## src/rtl/rbus_pkg.sv

```systemverilog
package rbus_pkg;
    localparam int NUM_UNITS    = 4;
    localparam int MAX_INFLIGHT = 16;
    localparam int SEQ_W        = $clog2(MAX_INFLIGHT) + 1;
    localparam int TAG_W        = 4;
    localparam int REG_W        = 5;
    localparam int UNIT_IDX_W   = $clog2(NUM_UNITS);

    typedef logic [SEQ_W-1:0] seq_t;
    typedef logic [TAG_W-1:0] tag_t;
    typedef logic [REG_W-1:0] reg_t;

    typedef struct packed {
        logic valid;
        tag_t tag;
        reg_t dst;
    } bcast_t;

    // a is older than b when the wrapped difference is negative
    function automatic logic seq_older(input seq_t a, input seq_t b);
        seq_t diff;
        diff = a - b;
        return diff[SEQ_W-1];
    endfunction

    // a beats b: strictly older, or same age and lower index
    function automatic logic seq_beats(input seq_t a, input int ia,
                                       input seq_t b, input int ib);
        if (a == b) return (ia < ib);
        return seq_older(a, b);
    endfunction
endpackage

```

## src/rtl/rbus_oldest_pick.sv

```systemverilog
module rbus_oldest_pick
    import rbus_pkg::*;
#(
    parameter int N = NUM_UNITS
) (
    input  logic       clk,
    input  logic       rst,
    input  logic [N-1:0] req,
    input  seq_t       seq [N],
    output logic [N-1:0] win
);
    // Each unit wins if it beats every other active requester
    for (genvar i = 0; i < N; i++) begin : g_cand
        always_comb begin
            win[i] = req[i] & ~rst;
            for (int j = 0; j < N; j++) begin
                if (j != i && req[j] && !seq_beats(seq[i], i, seq[j], j))
                    win[i] = 1'b0;
            end
        end

        for (genvar j = 0; j < N; j++) begin : g_pair
            if (j != i) begin : g_chk
                // no active requester older than the winner
                a_r3_winner_oldest: assert property (@(posedge clk) disable iff (rst)
                    (win[i] && req[j]) |-> !seq_older(seq[j], seq[i]));
                // equal age resolves toward lower index
                a_r4_tie_low_index: assert property (@(posedge clk) disable iff (rst)
                    (win[i] && req[j] && seq[j] == seq[i]) |-> (i < j));
            end
        end
    end
endmodule

```

## src/rtl/rbus_bcast_reg.sv

```systemverilog
module rbus_bcast_reg
    import rbus_pkg::*;
(
    input  logic clk,
    input  logic rst,
    input  logic fire,
    input  tag_t tag_in,
    input  reg_t dst_in,
    output bcast_t bus
);
    always_ff @(posedge clk) begin
        if (rst) begin
            bus <= '0;
        end else if (fire) begin
            bus.valid <= 1'b1;
            bus.tag   <= tag_in;
            bus.dst   <= dst_in;
        end else begin
            bus <= '0;
        end
    end

    // idle bus carries zero tag and destination
    a_r6_idle_zero: assert property (@(posedge clk) disable iff (rst)
        !bus.valid |-> (bus.tag == '0 && bus.dst == '0));
endmodule

```

## src/rtl/rbus_arbiter.sv

```systemverilog
module rbus_arbiter
    import rbus_pkg::*;
#(
    parameter int N = NUM_UNITS
) (
    input  logic                 clk,
    input  logic                 rst,
    input  logic [N-1:0]         req,
    input  logic [N*SEQ_W-1:0]   req_seq,
    input  logic [N*TAG_W-1:0]   req_tag,
    input  logic [N*REG_W-1:0]   req_dst,
    output logic [N-1:0]         grant,
    output logic                 bus_valid,
    output logic [TAG_W-1:0]     bus_tag,
    output logic [REG_W-1:0]     bus_dst
);
    seq_t   seq_a [N];
    tag_t   tag_a [N];
    reg_t   dst_a [N];
    tag_t   sel_tag;
    reg_t   sel_dst;
    logic   fire;
    bcast_t bus;

    for (genvar i = 0; i < N; i++) begin : g_unpack
        assign seq_a[i] = req_seq[i*SEQ_W +: SEQ_W];
        assign tag_a[i] = req_tag[i*TAG_W +: TAG_W];
        assign dst_a[i] = req_dst[i*REG_W +: REG_W];
    end

    rbus_oldest_pick #(.N(N)) u_pick (
        .clk (clk),
        .rst (rst),
        .req (req),
        .seq (seq_a),
        .win (grant)
    );

    // One-hot AND-OR select of the winner's fields
    always_comb begin
        sel_tag = '0;
        sel_dst = '0;
        for (int i = 0; i < N; i++) begin
            sel_tag |= tag_a[i] & {TAG_W{grant[i]}};
            sel_dst |= dst_a[i] & {REG_W{grant[i]}};
        end
    end

    assign fire = |grant;

    rbus_bcast_reg u_bcast (
        .clk    (clk),
        .rst    (rst),
        .fire   (fire),
        .tag_in (sel_tag),
        .dst_in (sel_dst),
        .bus    (bus)
    );

    assign bus_valid = bus.valid;
    assign bus_tag   = bus.tag;
    assign bus_dst   = bus.dst;


    a_r1_grant_onehot0: assert property (@(posedge clk) disable iff (rst)
        $onehot0(grant));

    a_r2_grant_only_req: assert property (@(posedge clk) disable iff (rst)
        (grant & ~req) == '0);
    a_r2_no_idle_bus: assert property (@(posedge clk) disable iff (rst)
        (|req) |-> $countones(grant) == 1);

    a_r5_bus_follows: assert property (@(posedge clk) disable iff (rst)
        fire |=> (bus_valid && bus_tag == $past(sel_tag) && bus_dst == $past(sel_dst)));

    a_r6_no_grant_quiet: assert property (@(posedge clk) disable iff (rst)
        !fire |=> !bus_valid);

    a_r8_reset_no_grant: assert property (@(posedge clk)
        rst |-> grant == '0);
endmodule

```

## config.mk

```make
export PLATFORM = sky130hd
export DESIGN_NAME = rbus_arbiter
export DESIGN_NICKNAME = d
export VERILOG_FILES = /design/src/rtl/rbus_pkg.sv /design/src/rtl/rbus_oldest_pick.sv /design/src/rtl/rbus_bcast_reg.sv /design/src/rtl/rbus_arbiter.sv
export SDC_FILE = /design/constraint.sdc
export NUM_CORES = 1
export LEC_CHECK = 0
export BUFFER_PORTS_ARGS = -buffer_cell sky130_fd_sc_hd__buf_2
export CELL_PAD_IN_SITES_DETAIL_PLACEMENT = 1
export CELL_PAD_IN_SITES_GLOBAL_PLACEMENT = 1
export CORE_MARGIN = 1
export CORE_UTILIZATION = 37
export CTS_CLUSTER_SIZE = 10
export DETAILED_ROUTE_END_ITERATION = 12
export PLACE_DENSITY = 0.92
export SLEW_MARGIN = 20
export SYNTH_ARGS = -nofsm -noshare
export SYNTH_HDL_FRONTEND = slang
export SYNTH_HIERARCHICAL = 1
export SYNTH_SLANG_ARGS = --single-unit
```

## constraint.sdc

```tcl
create_clock -name clk -period 3.3 [get_ports clk]
set_clock_uncertainty 0.1 [all_clocks]
set_input_delay 0.165 -clock clk [delete_from_list [all_inputs] [get_ports clk]]
set_output_delay 0.165 -clock clk [all_outputs]
set_load 0.03 [all_outputs]
```

==> implementation parameters <==
Parameter                              Value

Logic synthesis
  Syn nets ... 337
  Top-area cell type share of the netlist area ... 33.3%
  Post-Synth Adder-Cell Area ... 33.3%
  Simple-gate share of the synthesized area ... 13.9%
  Mean instance size in the synthesized netlist ... 7.94 um^2
  Most frequent cell after synthesis ... ha_1
  Seq/Total Area, Yosys ... approximately 11%
  Post-synthesis instance total ... 227
  Combinational family with the most area after synthesis ... adder cells
  Largest area contributor in the netlist ... ha_1
  Most used flip-flop cell after synthesis ... dfxtp_1
  Post-synthesis async set-or-reset flop share ... 0%
  XOR/XNOR Fraction of Synth Area ... 3.82%
  #FFs+latches synth ... 10
  Warnings from Yosys ... 6
  Number of flops mapped to enable cells by yosys ... 0
  Count of cell types in the netlist ... 32
  Top cells by area, synth ... ha_1 33%, dfxtp_1 11%, a22oi_1 7.5%
  Compound-cell area share of the yosys netlist ... 25.1%
  Most numerous cell types in the synthesized netlist ... 48 x ha_1, 31 x nand2_1, 29 x inv_1
  Multiplexer share of the synthesized area ... 4.51%
  Synth Cell Area ... 1800 um^2

STA
  Minimum clock period after layout ... approximately 2.7 ns
  Hold violation total from the final report ... 0
  Final clock period utilization by the worst path ... 81.7%
  Final-report setup violation count ... 0
  Highest clock rate ... 371 MHz
  Number of pins exceeding their max-slew limit in the final report ... 0
  Setup TNS ... 0 ns
  Setup repair after global routing missed its margin ... no
  Slew at the pin closest to its max-slew limit ... 0.793 ns
  Slew HR ... 47.0%

Placed design
  # port buffers ... 75
  Detailed Place HPWL ... between 5000 and 6000 um
  Global placer's final weighted congestion ... 0.926

Layout
  Number of flip-flops under the largest register name ... 10
  Number of antenna repair diodes ... 0
  Fraction of final layout cells sized beyond drive strength 1 ... 28.6%
  Register ranked first by flip-flop count ... u_bcast/bus
  Area growth, synth to finish ... 26.7%
  Fillcell total ... 630
  Number of nets in the finished design ... between 400 and 500
  Biggest registers after layout ... u_bcast/bus x10

Clocking
  TritonCTS clock tree ... built
  Quantity of gates resized following cts ... 0
  Cts-stage hold buffer count ... 0
  Total setup buffers inserted after CTS ... 0
  TritonCTS buffer count ... 3
  Buffer type at the clock tree root ... clkbuf_8
  Worst-case clock buffer depth ... 2
  Total clock sinks ... 10
  H-tree depth ... 1
  Clock edge transition at the registers on the reported setup and hold paths ... 0.05 ns

Route
  Average wire per standard cell ... 17.4 um
  Drt first-iter violations ... 73
  Final WL ... 6240 um
  Drc violations ... 0
  Antenna-violating nets left ... 0
  Detailed-router iteration count before antenna repair ... 4
  Via count ... 1968
  Average vias per placed instance ... 5.50

Setup path
  Data required time at the worst endpoint ... 3.03 ns
  Critical Path Start Type ... input port
  Worst Setup Path Type ... in2out
  Crit path max fanout ... 11
  Nature of the critical path endpoint ... output pin
  Arrival time worst endpoint ... 2.43 ns

Power and ir drop
  Overall power after layout ... 603 uW
  VDD IR-drop max ... 104 uV
  Leakage power of the design ... 1.29 nW
  PD cells ... 264 nW/um^2

Outcome
  Result of the run ... completed

Run
  Maximum capacitance violations ... 0

Die
  Die boundary width ... about 70 um
  Number of ports placed on the die boundary ... 76
  Area enclosed by the die boundary ... 5160 um^2
  Number of rows created at floorplan ... 25
  Initial core utilization ... 38.4%
  Die boundary height ... 71.8 um
  Standard cell core area ... roughly 4700 um^2

Global routing
  Initial antenna violation count ... 0
  Number of global-route vias before repair ... 1981
  First-pass GRT wire length ... around 9800 um
  All-Layer GR Usage ... 24.7%
  Total grt overflow ... 0
  Maximum number of pins on one net before global-route repair ... 13

Worst hold path
  Classification of the worst-slack hold path ... in2reg
  Worst hold path cell count ... 2
## cells by family (layout without fill, tap and decap cells)
group,after synthesis,count (layout)
AOI/OAI and AO/OA,71,71
xor gates and xnor gates,7,7
adders and majority gates,48,48
buffers and inverters,34,111
DFF,10,10
muxes,8,8
and+or+nand+nor,49,49
## per-layer routing
| layer | GRT usage (%) | up-vias | wire [um] |
|---|---|---|---|
| met5 | 0 | - | 0 |
| li1 | - | 953 | - |
| met3 | 1.97 | 13 | 304 |
| met4 | 4.36 | 0 | 76 |
| met2 | 44.2 | 67 | 3160 |
| met1 | 32.7 | 935 | 2710 |
## final timing paths
check	startpoint	endpoint	slack, ns
setup / recovery	req_seq[13]	grant[2]	0.61
hold / removal	rst	u_bcast/bus[9]$_SDFF_PP0_	0.14
## layout make-up
cell class              instances  area, um^2  share of cell area, %
clock buffers                   4        55.1                   2.41
inverters                      29         109                   4.76
multi-input cells             183        1460                   63.7
flip-flops and latches         10         200                   8.76
well taps                      54        67.6                   2.96
repair buffers                 78         398                   17.4
## worst max-delay path, cell delays in order
cell       delay, ns
buf_2           0.13
inv_1           0.09
ha_1            0.34
a21oi_1         0.26
o21a_1          0.20
o2111ai_1       0.19
a211oi_2        0.72
buf_2           0.33
## cells in the final DEF, fill, tap and decap left out, types with 2 or more instances in the layout
master / count
buf_2: 75
ha_1: 48
nand2_1: 31
inv_1: 29
a21oi_1: 23
a22oi_1: 18
dfxtp_1: 10
o21ai_0: 10
and3b_1: 9
mux2i_1: 7
xnor2_1: 5
clkbuf_8: 4
o21ai_1: 4
o2111ai_1: 4
buf_4: 3
nor2b_1: 3
o21a_1: 3
a211oi_1: 3
nor2_1: 2
o211ai_1: 2
## metrics by stage
step / utilization [%] / cell area (um^2) / instances / worst slack (ns) / hold WS, ns
after floorplan: - / 1800 / 227 / 0.545 / 0.137
after global placement: 47.5 / 2230 / 354 / 0.708 / 0.371
after detailed placement: 47.5 / 2230 / 354 / 0.651 / 0.379
after CTS: 48.7 / 2280 / 358 / 0.657 / 0.127
after global routing: 48.7 / 2280 / 358 / 0.454 / 0.152
final: 48.7 / 2280 / 358 / 0.605 / 0.136
## where the power goes
part | switching [mW] | total [mW] | internal, mW
combinational | 0.190 | 0.316 | 0.126
sequential | 0.00153 | 0.130 | 0.128
clock | 0.0526 | 0.158 | 0.105
total | 0.244 | 0.603 | 0.359
(Power assumes the default switching activity.)
